[src/rtl/dualTimerPkg.sv]
package dualTimerPkg;

  // Write/read addresses
  localparam logic [1:0] ADDR_CTRL = 2'd0;
  localparam logic [1:0] ADDR_PER  = 2'd1;
  localparam logic [1:0] ADDR_CNT  = 2'd2;

  // Strobes from control to datapath
  typedef struct packed {
    logic tick;     // one prescaled tick
    logic clrScal;  // clear postscaler progress
    logic ldCnt;    // load count from write data
  } strobe_t;

endpackage

[src/rtl/dualTimerCtrl.sv]
module dualTimerCtrl
  import dualTimerPkg::*;
#(
  parameter int CNT_W   = 16,
  parameter int SHORT_W = 8,
  parameter int SEL_W   = 4
) (
  input  logic               clk,
  input  logic               rstN,
  input  logic               wrEn,
  input  logic [1:0]         wrAddr,
  input  logic [CNT_W-1:0]   wrData,
  input  logic [1:0]         rdAddr,
  input  logic               tickEn,
  input  logic [CNT_W-1:0]   countIn,
  output logic [CNT_W-1:0]   rdData,
  output strobe_t            strb,
  output logic               mode8,
  output logic               halt,
  output logic [SEL_W-1:0]   postSel,
  output logic [SHORT_W-1:0] period
);

  localparam int PRE_W    = (1 << SEL_W) - 1;
  localparam int POST_LSB = SEL_W;
  localparam int MODE_BIT = 2 * SEL_W;
  localparam int HALT_BIT = 2 * SEL_W + 1;
  localparam int CTRL_W   = 2 * SEL_W + 2;

  logic [CTRL_W-1:0]  ctrlQ;
  logic [SHORT_W-1:0] periodQ;
  logic [PRE_W-1:0]   preCnt;
  logic [PRE_W-1:0]   preLimit;
  logic [SEL_W-1:0]   preSel;
  logic               wrCtrl, wrPer, wrCnt, clrScal, preWrap, stepEn;

  assign preSel  = ctrlQ[SEL_W-1:0];
  assign postSel = ctrlQ[POST_LSB +: SEL_W];
  assign mode8   = ctrlQ[MODE_BIT];
  assign halt    = ctrlQ[HALT_BIT];
  assign period  = periodQ;

  assign wrCtrl  = wrEn && (wrAddr == ADDR_CTRL);
  assign wrPer   = wrEn && (wrAddr == ADDR_PER);
  assign wrCnt   = wrEn && (wrAddr == ADDR_CNT);
  assign clrScal = wrCtrl || wrCnt;

  // Terminal value of the prescaler: the low preSel bits set
  for (genvar g = 0; g < PRE_W; g++) begin : g_limit
    assign preLimit[g] = (32'(preSel) > g);
  end

  assign stepEn  = tickEn && !halt && !clrScal;
  assign preWrap = (preCnt == preLimit);

  always_ff @(posedge clk or negedge rstN) begin
    if (!rstN) begin
      ctrlQ   <= '0;
      periodQ <= '1;
      preCnt  <= '0;
    end else begin
      if (wrCtrl) ctrlQ <= wrData[CTRL_W-1:0];
      if (wrPer)  periodQ <= wrData[SHORT_W-1:0];
      if (clrScal)     preCnt <= '0;
      else if (stepEn) preCnt <= preWrap ? '0 : preCnt + 1'b1;
    end
  end

  always_comb begin
    strb.tick    = stepEn && preWrap;
    strb.clrScal = clrScal;
    strb.ldCnt   = wrCnt;
  end

  always_comb begin
    unique case (rdAddr)
      ADDR_CTRL: rdData = {{(CNT_W-CTRL_W){1'b0}}, ctrlQ};
      ADDR_PER:  rdData = {{(CNT_W-SHORT_W){1'b0}}, periodQ};
      ADDR_CNT:  rdData = countIn;
      default:   rdData = '0;
    endcase
  end

endmodule

[src/rtl/dualTimerPath.sv]
module dualTimerPath
  import dualTimerPkg::*;
#(
  parameter int CNT_W   = 16,
  parameter int SHORT_W = 8,
  parameter int SEL_W   = 4
) (
  input  logic               clk,
  input  logic               rstN,
  input  strobe_t            strb,
  input  logic [CNT_W-1:0]   ldVal,
  input  logic               mode8,
  input  logic [SEL_W-1:0]   postSel,
  input  logic [SHORT_W-1:0] period,
  input  logic               irqClr,
  output logic [CNT_W-1:0]   countQ,
  output logic               irqFlag,
  output logic               evtPulse
);

  localparam int HI_W = CNT_W - SHORT_W;

  logic [SHORT_W-1:0] lowQ;
  logic [SHORT_W-1:0] lowInc;
  logic [SEL_W-1:0]   postCnt;
  logic               matchHit, fullHit, evt, postDone;

  assign lowQ     = countQ[SHORT_W-1:0];
  assign lowInc   = lowQ + 1'b1;
  assign matchHit = (lowQ == period);
  assign fullHit  = &countQ;
  assign evt      = strb.tick && (mode8 ? matchHit : fullHit);
  assign postDone = evt && (postCnt == postSel);

  always_ff @(posedge clk or negedge rstN) begin
    if (!rstN) begin
      countQ   <= '0;
      postCnt  <= '0;
      irqFlag  <= 1'b0;
      evtPulse <= 1'b0;
    end else begin
      if (strb.ldCnt) countQ <= ldVal;
      else if (strb.tick) begin
        if (mode8) countQ <= matchHit ? '0 : {{HI_W{1'b0}}, lowInc};
        else       countQ <= countQ + 1'b1;
      end

      if (strb.clrScal) postCnt <= '0;
      else if (evt)     postCnt <= postDone ? '0 : postCnt + 1'b1;

      if (postDone)    irqFlag <= 1'b1;
      else if (irqClr) irqFlag <= 1'b0;

      evtPulse <= postDone;
    end
  end

endmodule

[src/rtl/dualTimer.sv]
module dualTimer
  import dualTimerPkg::*;
#(
  parameter int CNT_W   = 16,
  parameter int SHORT_W = 8,
  parameter int SEL_W   = 4
) (
  input  logic             clk,
  input  logic             rstN,
  input  logic             wrEn,
  input  logic [1:0]       wrAddr,
  input  logic [CNT_W-1:0] wrData,
  input  logic [1:0]       rdAddr,
  output logic [CNT_W-1:0] rdData,
  input  logic             tickEn,
  input  logic             irqClr,
  output logic             irqFlag,
  output logic             evtPulse
);

  strobe_t            strb;
  logic               mode8, haltQ;
  logic [SEL_W-1:0]   postSel;
  logic [SHORT_W-1:0] period;
  logic [CNT_W-1:0]   countQ;

  dualTimerCtrl #(.CNT_W(CNT_W), .SHORT_W(SHORT_W), .SEL_W(SEL_W)) u_ctrl (
    .clk(clk), .rstN(rstN), .wrEn(wrEn), .wrAddr(wrAddr), .wrData(wrData),
    .rdAddr(rdAddr), .tickEn(tickEn), .countIn(countQ), .rdData(rdData),
    .strb(strb), .mode8(mode8), .halt(haltQ), .postSel(postSel), .period(period)
  );

  dualTimerPath #(.CNT_W(CNT_W), .SHORT_W(SHORT_W), .SEL_W(SEL_W)) u_path (
    .clk(clk), .rstN(rstN), .strb(strb), .ldVal(wrData), .mode8(mode8),
    .postSel(postSel), .period(period), .irqClr(irqClr), .countQ(countQ),
    .irqFlag(irqFlag), .evtPulse(evtPulse)
  );

endmodule

[config.mk]
export PLATFORM = sky130hd
export DESIGN_NAME = dualTimer
export DESIGN_NICKNAME = d
export VERILOG_FILES = /design/src/rtl/dualTimerPkg.sv /design/src/rtl/dualTimerCtrl.sv /design/src/rtl/dualTimerPath.sv /design/src/rtl/dualTimer.sv
export SDC_FILE = /design/constraint.sdc
export NUM_CORES = 1
export LEC_CHECK = 0
export BUFFER_PORTS_ARGS = -buffer_cell sky130_fd_sc_hd__buf_4
export CORE_UTILIZATION = 25
export CTS_CLUSTER_DIAMETER = 120
export DETAILED_ROUTE_END_ITERATION = 7
export GPL_ROUTABILITY_DRIVEN = 0
export HOLD_SLACK_MARGIN = 0.12
export PLACE_DENSITY_LB_ADDON = 0.1
export SLEW_MARGIN = 5
export SYNTH_ARGS = -nofsm -noshare
export SYNTH_HDL_FRONTEND = slang
export SYNTH_HIERARCHICAL = 1
export SYNTH_SLANG_ARGS = --single-unit
[constraint.sdc]
create_clock -name clk -period 2.5 [get_ports clk]
set_input_delay 0.25 -clock clk [delete_from_list [all_inputs] [get_ports clk]]
set_output_delay 0.25 -clock clk [all_outputs]
set_load 0.05 [all_outputs]
==> metrics.md, run 1 <==
| Metric | Value |
|---|---|
| Syn Area/Cell | `9.259 sq um` |
| Final Max Tran Viols | `0` |
| Mux contribution to synthesized area | `0.08499` |
| Syn_nets | `about 440` |
| Worst Hold Class | `in2reg` |
| Antenna violations before repair | `0` |
| Drt initial violations | `172` |
| Share of cells above drive strength 1 | `0.3742` |
| Drt first pass iters | `6` |
| Reg2reg start | `u_ctrl/ctrlQ[0]$_DFFE_PN0P_` |
| Later-pin clock latency in the skew report | `0.31 ns` |
| Worst rel slew slack | `0.4890` |
| Tmin final | `approximately 2.7 ns` |
| Hold Path Stages | `3` |
| Die area | `0.01557 sq mm` |
| Worst IR drop on VDD | `0.2655 mV` |
| Routed Antenna Nets | `0` |
| Largest net degree at the start of global routing | `56` |
| Fin Setup TNS | `-2.422 ns` |
| Min-delay src | `wrData[12]` |
| Failing checks | `design-rule violations, negative setup slack` |
| Commonest non-fill, non-tap cell in the layout | `buf_4` |
| Yosys warning total | `6` |
| Net Sw Power | `0.001080 W` |
| Post-DP HPWL | `~8.0 mm` |
| Syn Inst Count | `roughly 410` |
| Final period util | `1.080` |
| Nets | `516` |
| Reg-to-reg setup timing slack | `-0.20 ns` |
| Die Y | `124.8 um` |
| Top-level I/O count | `43` |
| Critical path class | `reg2reg` |
| Final core occ | `0.3439` |
| Asr flop ratio synth | `1.000` |
| Crit path capture type | `register` |
| RSZ-0062 raised after global routing | `yes` |
| Chip width | `124.8 um` |
| Sequential share of the synthesized area | `0.3679` |
| Rows | `44` |
| Root buffer cell | `clkbuf_16` |
| All-layer global routing usage | `0.1495` |
| Synthesis-stage register bit count | `55` |
| Largest family of logic cells by synthesized area | `simple AND/OR/NAND/NOR gates` |
| Vias in the first global route | `3168` |
| CTS Sinks | `55` |
| Clk pwr share | `0.263` |
| Comb pwr share | `0.332` |
| Routed WL | `between 10 and 15 mm` |
| CTS tree | `done` |
| Synth Area in XOR/XNOR | `0.06507` |
| Clock Skews | `around 0.0097 ns` |
| P&R area growth vs syn | `33.63%` |
| Max clock buf depth | `2` |
| CP required | `about 2.8 ns` |
| # DRC | `9` |
| Switching share of power | `0.3707` |
| Worst Max-Slew Pin Slew | `0.7665 ns` |
| Simple-Gate Fraction of Synth Area | `0.2530` |
| Crit Path Max Fanout | `6` |
| Post-synth EDFFs | `0` |
| Status | `finished with violations` |
| Final setup viols | `22` |
| Fmax | `~370 MHz` |
| Top_reg_cell synth | `dfrtp_1` |
| Distinct cell type count after synthesis | `66` |
| Mapped cell area | `about 0.0038 sq mm` |
| PD cells | `between 500 and 600 mW/mm^2` |
| Int Pwr | `0.001834 W` |
| CP arrival | `2.95 ns` |
| RR Endpoint | `u_path/postCnt[3]$_DFFE_PN0P_` |
| Via/cell ratio | `4.929` |
| Clk slew on worst S/H paths | `0.08 ns` |
| Fin worst setup slack | `-0.1992 ns` |
| CORE AREA | `around 0.015 sq mm` |
| IO Port Bufs | `42` |
| Routed via count | `about 3.3k` |
| Worst r2r path cells | `13` |
| Startpoint Class | `register` |
| Max-Cap Viols | `0` |
| Initial core utilization | `0.2573` |
| Ant. Diodes | `0` |
| Final hold violation count | `0` |
| Fraction of power consumed by sequential logic | `0.404` |
| Routed WL per cell | `16.90 um` |
| Worst hold endpoint | `u_path/countQ[12]$_DFFE_PN0P_` |
| Gr ovfl total | `0` |
| Static Leak | `approximately 2.1 nW` |
| First-pass GRT wire length | `18.06 mm` |
| Commonest cells after routing, fill and taps aside | `buf_4 (90), nand2_1 (46), dfrtp_1 (44), o21ai_0 (24), nand3_1 (17)` |
| Hold_ws | `0.1463 ns` |
| # fillers | `1542` |
| Num CTS Buffers | `5` |
| CTS HTree Levels | `2` |
| Synth Area in Adders | `0.009960` |
| Compound-Gate Fraction of Synth Area | `0.1554` |
==> logic make-up (layout without fill, tap and decap cells) <==
group | Yosys count | count (layout)
adder cells (fa/ha/maj) | 3 | 3
AO/OA/AOI/OAI | 89 | 89
AND/OR/NAND/NOR | 163 | 163
flip-flops | 55 | 55
multiplexers | 30 | 30
buffers and inverters | 39 | 121
XOR/XNOR | 28 | 28
==> layer usage <==
layer,GRT usage,share of wire,vias to the layer above
met5,0,0,-
met4,0.03558,0.0094,0
met3,0.02835,0.026,6
met2,0.2151,0.43,37
met1,0.2261,0.54,1644
li1,-,-,1630
==> repair_timing <==
item,in CTS,in global routing
gates resized for setup,36,22
endpoints found under the setup margin,22,22
pin swaps,19,16
buffers inserted,8,6
endpoints found under the hold margin,48,0
hold buffers,2,0
==> metrics by stage <==
| step | setup WS [ns] | power, W | cell area [sq um] | cells |
|---|---|---|---|---|
| finish | -0.1992 | 0.002915 | 5036 | 673 |
| global placement | -0.2895 | 0.002067 | 4501 | 651 |
| detailed placement | -0.4039 | 0.002071 | 4501 | 651 |
| global route | -0.4324 | 0.003084 | 5036 | 673 |
| floorplan | -0.03720 | 0.001768 | 3775 | 407 |
| CTS | -0.1789 | 0.002909 | 4883 | 668 |
==> synthesized netlist by cell type, types with 2 or more instances <==
| master | instances | area, sq um |
|---|---|---|
| nand4_2 | 2 | 25.02 |
| a21oi_1 | 15 | 75.07 |
| a31oi_1 | 2 | 12.51 |
| xor2_1 | 13 | 113.9 |
| nor3b_1 | 8 | 60.06 |
| ha_1 | 3 | 37.54 |
| and3_1 | 5 | 31.28 |
| nor4_4 | 4 | 85.08 |
| nand4_1 | 13 | 81.33 |
| nand2_1 | 48 | 180.2 |
| nand3b_1 | 2 | 15.01 |
| nand4b_1 | 3 | 26.28 |
| buf_4 | 9 | 67.56 |
| nor3_1 | 7 | 35.03 |
| o22ai_1 | 3 | 18.77 |
| nor2b_1 | 7 | 43.79 |
| o21ai_1 | 2 | 10.01 |
| o311ai_0 | 4 | 35.03 |
| inv_1 | 9 | 33.78 |
| o2bb2ai_1 | 2 | 17.52 |
| or2_2 | 2 | 12.51 |
| a21o_1 | 3 | 22.52 |
| o21ai_0 | 26 | 130.1 |
| a2bb2oi_1 | 3 | 26.28 |
| nor4_2 | 3 | 37.54 |
| o31ai_1 | 11 | 82.58 |
| dfrtp_1 | 47 | 1176 |
| nand3_1 | 19 | 95.09 |
| mux2_2 | 16 | 180.2 |
| clkbuf_1 | 9 | 33.78 |
| mux2i_1 | 14 | 140.1 |
| o21bai_1 | 4 | 30.03 |
| dfstp_2 | 8 | 210.2 |
| a32o_1 | 2 | 20.02 |
| buf_6 | 4 | 45.04 |
| xnor2_1 | 15 | 131.4 |
| nor2_1 | 20 | 75.07 |
| buf_1 | 3 | 11.26 |
| a311o_1 | 2 | 20.02 |
| and2_1 | 9 | 56.30 |
==> how the worst max path moves through the flow <==
stage / startpoint / end / slack, ns / depth (start not counted)
floorplan: u_ctrl/ctrlQ[0]$_DFFE_PN0P_ / u_path/postCnt[2]$_DFFE_PN0P_ / -0.04 / 11
global placement: u_ctrl/ctrlQ[3]$_DFFE_PN0P_ / u_path/postCnt[3]$_DFFE_PN0P_ / -0.29 / 12
detailed placement: u_ctrl/ctrlQ[0]$_DFFE_PN0P_ / u_path/postCnt[3]$_DFFE_PN0P_ / -0.40 / 12
CTS: u_ctrl/ctrlQ[0]$_DFFE_PN0P_ / u_path/postCnt[3]$_DFFE_PN0P_ / -0.18 / 13
global route: u_ctrl/ctrlQ[0]$_DFFE_PN0P_ / u_path/postCnt[3]$_DFFE_PN0P_ / -0.43 / 13
finish: u_ctrl/ctrlQ[0]$_DFFE_PN0P_ / u_path/postCnt[3]$_DFFE_PN0P_ / -0.20 / 13
==> flip-flops by register name (all words and copies together) (netlist names) <==
| signal | count |
|---|---|
| u_path/evtPulse | 1 |
| u_ctrl/preCnt | 15 |
| u_path/countQ | 16 |
| u_ctrl/ctrlQ | 10 |
| u_path/postCnt | 4 |
| u_path/irqFlag | 1 |
| u_ctrl/period | 8 |
==> worst max-delay path, stage by stage (launching register included) <==
cell and delay, ns:
dfrtp_2 0.46, buf_6 0.16, xnor2_4 0.13, a21oi_2 0.08
nand4b_1 0.23, nor4_4 0.33, nand4_1 0.20, nor2_4 0.19
buf_6 0.15, and2_4 0.17, nor3b_2 0.15, nand4_1 0.11
a21oi_1 0.17, a311o_1 0.12
==> layout make-up <==
cell class | instances | area (sq um) | area share
Multi-Input combinational cell | 313 | 2362 | 0.4691
Sequential cell | 55 | 1390 | 0.2760
Timing Repair Buffer | 103 | 849.6 | 0.1687
Tap cell | 184 | 230.2 | 0.04571
Clock buffer | 5 | 125.1 | 0.02484
Inverter | 10 | 50.05 | 0.009938
Clock inverter | 3 | 28.78 | 0.005714
==> power by group through the flow <==
stage                     Combinational (W)  Clock [W]  Sequential [W]
after floorplan                    0.000638          0         0.00113
after global placement             0.000871          0         0.00120
after detailed placement           0.000873          0         0.00120
after CTS                          0.000922   0.000804         0.00118
after global routing                0.00105   0.000832         0.00120
final                              0.000968   0.000768         0.00118
(Power assumes the default switching activity.)
==> run 2, diff against run 1 <==
--- a/config.mk
+++ b/config.mk
@@ -7,6 +7,7 @@
 export LEC_CHECK = 0
 export BUFFER_PORTS_ARGS = -buffer_cell sky130_fd_sc_hd__buf_4
 export CORE_UTILIZATION = 25
+export CTS_BUF_LIST = sky130_fd_sc_hd__clkbuf_8
 export CTS_CLUSTER_DIAMETER = 120
 export DETAILED_ROUTE_END_ITERATION = 7
 export GPL_ROUTABILITY_DRIVEN = 0
==> metrics.md, run 2 (same netlist as run 1, synthesis figures left out) <==
| Metric | Value |
|---|---|
| Failing checks | `design-rule violations, negative setup slack` |
| Nets | `524` |
| Largest regs | `u_path/countQ: 16 flops, u_ctrl/preCnt: 15 flops, u_ctrl/ctrlQ: 10 flops` |
| Fmax | `373.0 MHz` |
| Crit Path Max Fanout | `6` |
| Routed via count | `3345` |
| GR met2 Demand/Resource | `0.2151` |
| CORE AREA | `about 0.015 sq mm` |
| Biggest register | `u_path/countQ` |
| IO Port Bufs | `42` |
| RSZ-0062 raised after global routing | `yes` |
| Reg-to-reg setup timing slack | `-0.18 ns` |
| Commonest cells after routing, fill and taps aside | `buf_4 (89), nand2_1 (46), dfrtp_1 (44), o21ai_0 (24), nand3_1 (17)` |
| Clock Skews | `0.01021 ns` |
| Gr ovfl total | `0` |
| Num CTS Buffers | `5` |
| Worst Max-Slew Pin Slew | `0.7733 ns` |
| Initial core utilization | `0.2573` |
| CTS HTree Levels | `2` |
| Final core occ | `0.3436` |
| Max reg flops | `16` |
| Placed insts | `651` |
| Drt initial violations | `136` |
| Routed Antenna Nets | `0` |
| Routed WL | `11.38 mm` |
| Drt first pass iters | `6` |
| Worst Hold Class | `in2reg` |
| Max-Cap Viols | `0` |
| Crit path capture type | `register` |
| Via/cell ratio | `4.912` |
| Commonest non-fill, non-tap cell in the layout | `buf_4` |
| CP required | `2.74 ns` |
| Static Leak | `2.108 nW` |
| Worst IR drop on VDD | `0.2551 mV` |
| Rows | `44` |
| CTS Sinks | `55` |
| CTS tree | `done` |
| Design area | `approximately 0.005 sq mm` |
| Largest net degree at the start of global routing | `56` |
| Worst rel slew slack | `0.4845` |
| Number of standard cells in the final layout excluding fillers | `681` |
| Placed Area | `about 0.0045 sq mm` |
| Max clock buf depth | `2` |
| Die area | `0.01557 sq mm` |
| # DRC | `9` |
| Met1 usage | `0.2261` |
| Chip width | `124.8 um` |
| Final setup viols | `21` |
| Tmin final | `2.681 ns` |
| First-pass GRT wire length | `~18 mm` |
| # fillers | `1550` |
| Final hold violation count | `0` |
| Die Y | `about 120 um` |
| Reg area | `0.001390 sq mm` |
| Fin worst setup slack | `-0.1808 ns` |
| Vias in the first global route | `3182` |
| Busiest grt layer | `met1` |
| CP arrival | `around 2.9 ns` |
| Top-level I/O count | `43` |
| Later-pin clock latency in the skew report | `0.34 ns` |
| Startpoint Class | `register` |
| Routed WL per cell | `around 17 um` |
| Final period util | `1.072` |
| P&R area growth vs syn | `33.53%` |
| All-layer global routing usage | `0.1500` |
| Final Max Tran Viols | `0` |
| PD cells | `539.7 mW/mm^2` |
| Ant. Diodes | `0` |
| Status | `finished with violations` |
| Clk slew on worst S/H paths | `0.12 ns` |
| Antenna violations before repair | `0` |
| Root buffer cell | `clkbuf_8` |
| Share of cells above drive strength 1 | `0.3642` |
| Post-DP HPWL | `around 8 mm` |
| Global-route met3 utilization | `0.02792` |
| Multi-input logic area | `0.002332 sq mm` |
| Critical path class | `reg2reg` |
run 2: changes by cell type in the layout (fill, tap and decap cells not counted), sizes merged:
cell	before	now
dlygate4sd3	2	11
buf	101	100
run 2: cell type report:
type,instances,area share
Inverter,10,0.009945
Clock buffer,5,0.01367
Tap cell,184,0.04575
Multi-Input combinational cell,313,0.4635
Clock inverter,3,0.005719
Timing Repair Buffer,111,0.1852
Sequential cell,55,0.2762
run 2: path summary, 6_finish.rpt:
path	startpoint	depth (start not counted)	end
hold / removal	wrData[1]	3	u_path/countQ[1]$_DFFE_PN0P_
hold reg to reg	u_path/irqFlag$_DFFE_PN0P_	2	u_path/irqFlag$_DFFE_PN0P_
setup / recovery	u_ctrl/ctrlQ[0]$_DFFE_PN0P_	12	u_path/postCnt[2]$_DFFE_PN0P_
min in group asynchronous	rstN	2	u_ctrl/preCnt[4]$_DFFE_PN0P_
max in group asynchronous	rstN	2	u_ctrl/ctrlQ[3]$_DFFE_PN0P_
setup reg to reg	u_ctrl/ctrlQ[0]$_DFFE_PN0P_	12	u_path/postCnt[2]$_DFFE_PN0P_
run 2: timing repair:
item,in CTS,in global routing
setup endpoints to repair,22,22
hold buffers,11,0
setup buffers,8,5
hold endpoints to repair,57,0
pin swaps,19,12
resized for setup,36,18
run 2: where the power goes:
group | total (W) | leakage [nW] | internal [W] | switching [W]
Combinational | 0.000961 | 1.38 | 0.000437 | 0.000524
Clock | 0.000574 | 0.0502 | 0.000209 | 0.000365
Sequential | 0.00118 | 0.674 | 0.00101 | 0.000168
run 2: through the flow:
stage	hold slack, ns	setup TNS, ns	setup WS [ns]	total power, W
after floorplan	-0.04559	-0.08832	-0.03720	0.001768
after global placement	0.4067	-3.995	-0.2895	0.002067
after detailed placement	0.3975	-5.982	-0.4039	0.002071
after CTS	0.1206	-1.805	-0.1808	0.002724
after global routing	0.1215	-6.815	-0.4313	0.002888
final	0.1382	-1.932	-0.1808	0.002716
run 2: per-layer routing:
layer  routed length, um  up-vias
met5                   0        -
met4                 122        0
met3                 266        7
met2                4856       39
met1                6139     1653
li1                    -     1646
run 2: worst max-delay path, stage by stage, from the launching register on:
cell and delay [ns]:
dfrtp_2 0.47, buf_6 0.15, xnor2_2 0.13, a21oi_2 0.07, nand4b_1 0.22, nor4_4 0.33
nand4_1 0.20, nor2_4 0.19, nand2_4 0.08, nor4_4 0.21, buf_4 0.17, nand2_2 0.06
a311o_1 0.29
==> run 3, diff against run 2 <==
--- a/config.mk
+++ b/config.mk
@@ -13,6 +13,7 @@
 export GPL_ROUTABILITY_DRIVEN = 0
 export HOLD_SLACK_MARGIN = 0.12
 export PLACE_DENSITY_LB_ADDON = 0.1
+export SKIP_LAST_GASP = 1
 export SLEW_MARGIN = 5
 export SYNTH_ARGS = -nofsm -noshare
 export SYNTH_HDL_FRONTEND = slang
==> metrics.md, run 3 (same netlist as run 1, synthesis figures left out) <==
| Metric | Value |
|---|---|
| Met3 wire len | `~260 um` |
| Vias in the first global route | `about 3.2k` |
| Commonest cells after routing, fill and taps aside | `buf_4 (90), nand2_1 (46), dfrtp_1 (44), o21ai_0 (24), nand3_1 (18)` |
| Cells along the critical path | `buf_6 > xnor2_2 > a21oi_2 > nand4b_1 > nor4_4 > nand4_1 > nor2_4 > nand2_4 > nor4_4 > buf_4 > nand2_2 > a311o_1` |
| Startpoint Class | `register` |
| Final Power | `0.002711 W` |
| RSZ-0062 raised after global routing | `yes` |
| Wire length on met1 | `6.187 mm` |
| Final period util | `1.074` |
| Die Y | `between 100 and 150 um` |
| Final setup viols | `21` |
| Worst Max-Slew Pin Slew | `approximately 0.77 ns` |
| Largest net degree at the start of global routing | `56` |
| Failing checks | `design-rule violations, negative setup slack` |
| Share of cells above drive strength 1 | `0.3574` |
| Antenna violations before repair | `0` |
| Max clock buf depth | `2` |
| Drt initial violations | `150` |
| Max-Cap Viols | `0` |
| Static Leak | `2.111 nW` |
| Num CTS Buffers | `5` |
| Rows | `44` |
| Status | `finished with violations` |
| Worst IR drop on VDD | `~0.25 mV` |
| Slowest CP cell | `dfrtp_2` |
| First-pass GRT wire length | `18.12 mm` |
| Routed WL | `roughly 11 mm` |
| Commonest non-fill, non-tap cell in the layout | `buf_4` |
| Design area | `approximately 0.005 sq mm` |
| All-layer global routing usage | `0.1500` |
| Chip width | `124.8 um` |
| Initial core utilization | `0.2573` |
| CP required | `2.74 ns` |
| CORE AREA | `about 0.015 sq mm` |
| Final Max Tran Viols | `0` |
| Fmax | `372.6 MHz` |
| Tmin final | `roughly 2.7 ns` |
| Gr ovfl total | `0` |
| Fin worst setup slack | `-0.1841 ns` |
| Biggest register | `u_path/countQ` |
| Clock Skews | `0.009348 ns` |
| Top-level I/O count | `43` |
| Max reg flops | `16` |
| Clk slew on worst S/H paths | `0.12 ns` |
| CTS Sinks | `55` |
| PD cells | `539.0 mW/mm^2` |
| CP arrival | `~3 ns` |
| Routed via count | `3329` |
| Crit-path max cell delay | `0.47 ns` |
| Final hold violation count | `0` |
| Placed Area | `between 0.004 and 0.005 sq mm` |
| CTS tree | `done` |
| Top Metal Used | `met4` |
| P&R area growth vs syn | `33.43%` |
| Largest regs | `u_path/countQ: 16 flops, u_ctrl/preCnt: 15 flops, u_ctrl/ctrlQ: 10 flops` |
| Nets | `525` |
| Routed WL per cell | `16.64 um` |
| Ant. Diodes | `0` |
| Via/cell ratio | `4.881` |
| CTS HTree Levels | `2` |
| Routed Antenna Nets | `0` |
| Critical path class | `reg2reg` |
| Worst Hold Class | `in2reg` |
| Wire length on met2 | `4.777 mm` |
| Crit Path Max Fanout | `6` |
| Drt first pass iters | `6` |
| # DRC | `9` |
| Most common cell on crit path | `nor4_4` |
| IO Port Bufs | `42` |
| Die area | `0.01557 sq mm` |
| Later-pin clock latency in the skew report | `0.34 ns` |
| Post-DP HPWL | `~8.0 mm` |
| Worst rel slew slack | `0.4841` |
| Root buffer cell | `clkbuf_8` |
| Crit path capture type | `register` |
-- run 3: changes by cell type in the layout (fill, tap and decap cells not counted) --
cell	previous run	this run
nand3_1	17	18
buf_6	7	6
buf_4	89	90
nor2_2	5	3
nand3_2	3	2
nor2_1	13	15
dlygate4sd3_1	11	12
-- run 3: where the power goes --
part / switching, W / internal [W] / total (W)
Combinational: 0.000523 / 0.000438 / 0.000961
Sequential: 0.000168 / 0.00101 / 0.00118
Clock: 0.000360 / 0.000209 / 0.000569
Total: 0.00105 / 0.00166 / 0.00271
-- run 3: final cells by class --
class | count | area (sq um)
Inverter | 10 | 50.05
Multi-Input combinational cell | 313 | 2322
Timing Repair Buffer | 112 | 938.4
Clock buffer | 5 | 68.82
Fill cell | 1548 | 9615
Sequential cell | 55 | 1390
Tap cell | 184 | 230.2
Clock inverter | 3 | 28.78
-- run 3: what timing repair did --
action	CTS	global route
resized for setup	33	17
hold endpoints to repair	58	0
hold buffers	12	0
setup endpoints to repair	22	22
cloned	0	0
setup buffers	8	5
pin swaps	19	13
-- run 3: worst max-delay path: cells and delay by family (launching register included) --
| kind | cells | cell delay (ns) |
|---|---|---|
| buf+inv | 2 | 0.32 |
| flops | 1 | 0.47 |
| compound gates | 2 | 0.36 |
| xor+xnor | 1 | 0.13 |
| simple gates | 7 | 1.29 |
-- run 3: path summary, 6_finish.rpt --
kind / startpoint / to / slack, ns / cells after the start
setup / recovery: u_ctrl/ctrlQ[0]$_DFFE_PN0P_ / u_path/postCnt[2]$_DFFE_PN0P_ / -0.18 / 12
min in group asynchronous: rstN / u_ctrl/preCnt[4]$_DFFE_PN0P_ / 0.52 / 2
hold / removal: wrData[0] / u_path/countQ[0]$_DFFE_PN0P_ / 0.15 / 3
max in group asynchronous: rstN / u_ctrl/ctrlQ[3]$_DFFE_PN0P_ / 1.43 / 2
hold reg to reg: u_path/irqFlag$_DFFE_PN0P_ / u_path/irqFlag$_DFFE_PN0P_ / 0.54 / 2
setup reg to reg: u_ctrl/ctrlQ[0]$_DFFE_PN0P_ / u_path/postCnt[2]$_DFFE_PN0P_ / -0.18 / 12
-- run 3: metrics by stage --
stage | setup TNS, ns | util | hold WS [ns] | worst slack (ns) | instances
4_1_cts | -1.823 | 0.3358 | 0.1227 | -0.1808 | 678
3_3_place_gp | -3.995 | 0.3073 | 0.4067 | -0.2895 | 651
3_5_place_dp | -5.982 | 0.3073 | 0.3975 | -0.4039 | 651
5_1_grt | -6.841 | 0.3434 | 0.1215 | -0.4313 | 682
2_1_floorplan | -0.08832 | - | -0.04559 | -0.03720 | 407
6_report | -2.050 | 0.3434 | 0.1463 | -0.1841 | 682
-- run 3: layer usage --
metal	vias up	global-route usage
met5	-	0
met2	35	0.2141
met1	1639	0.2269
met3	7	0.02792
met4	0	0.03994
li1	1648	-
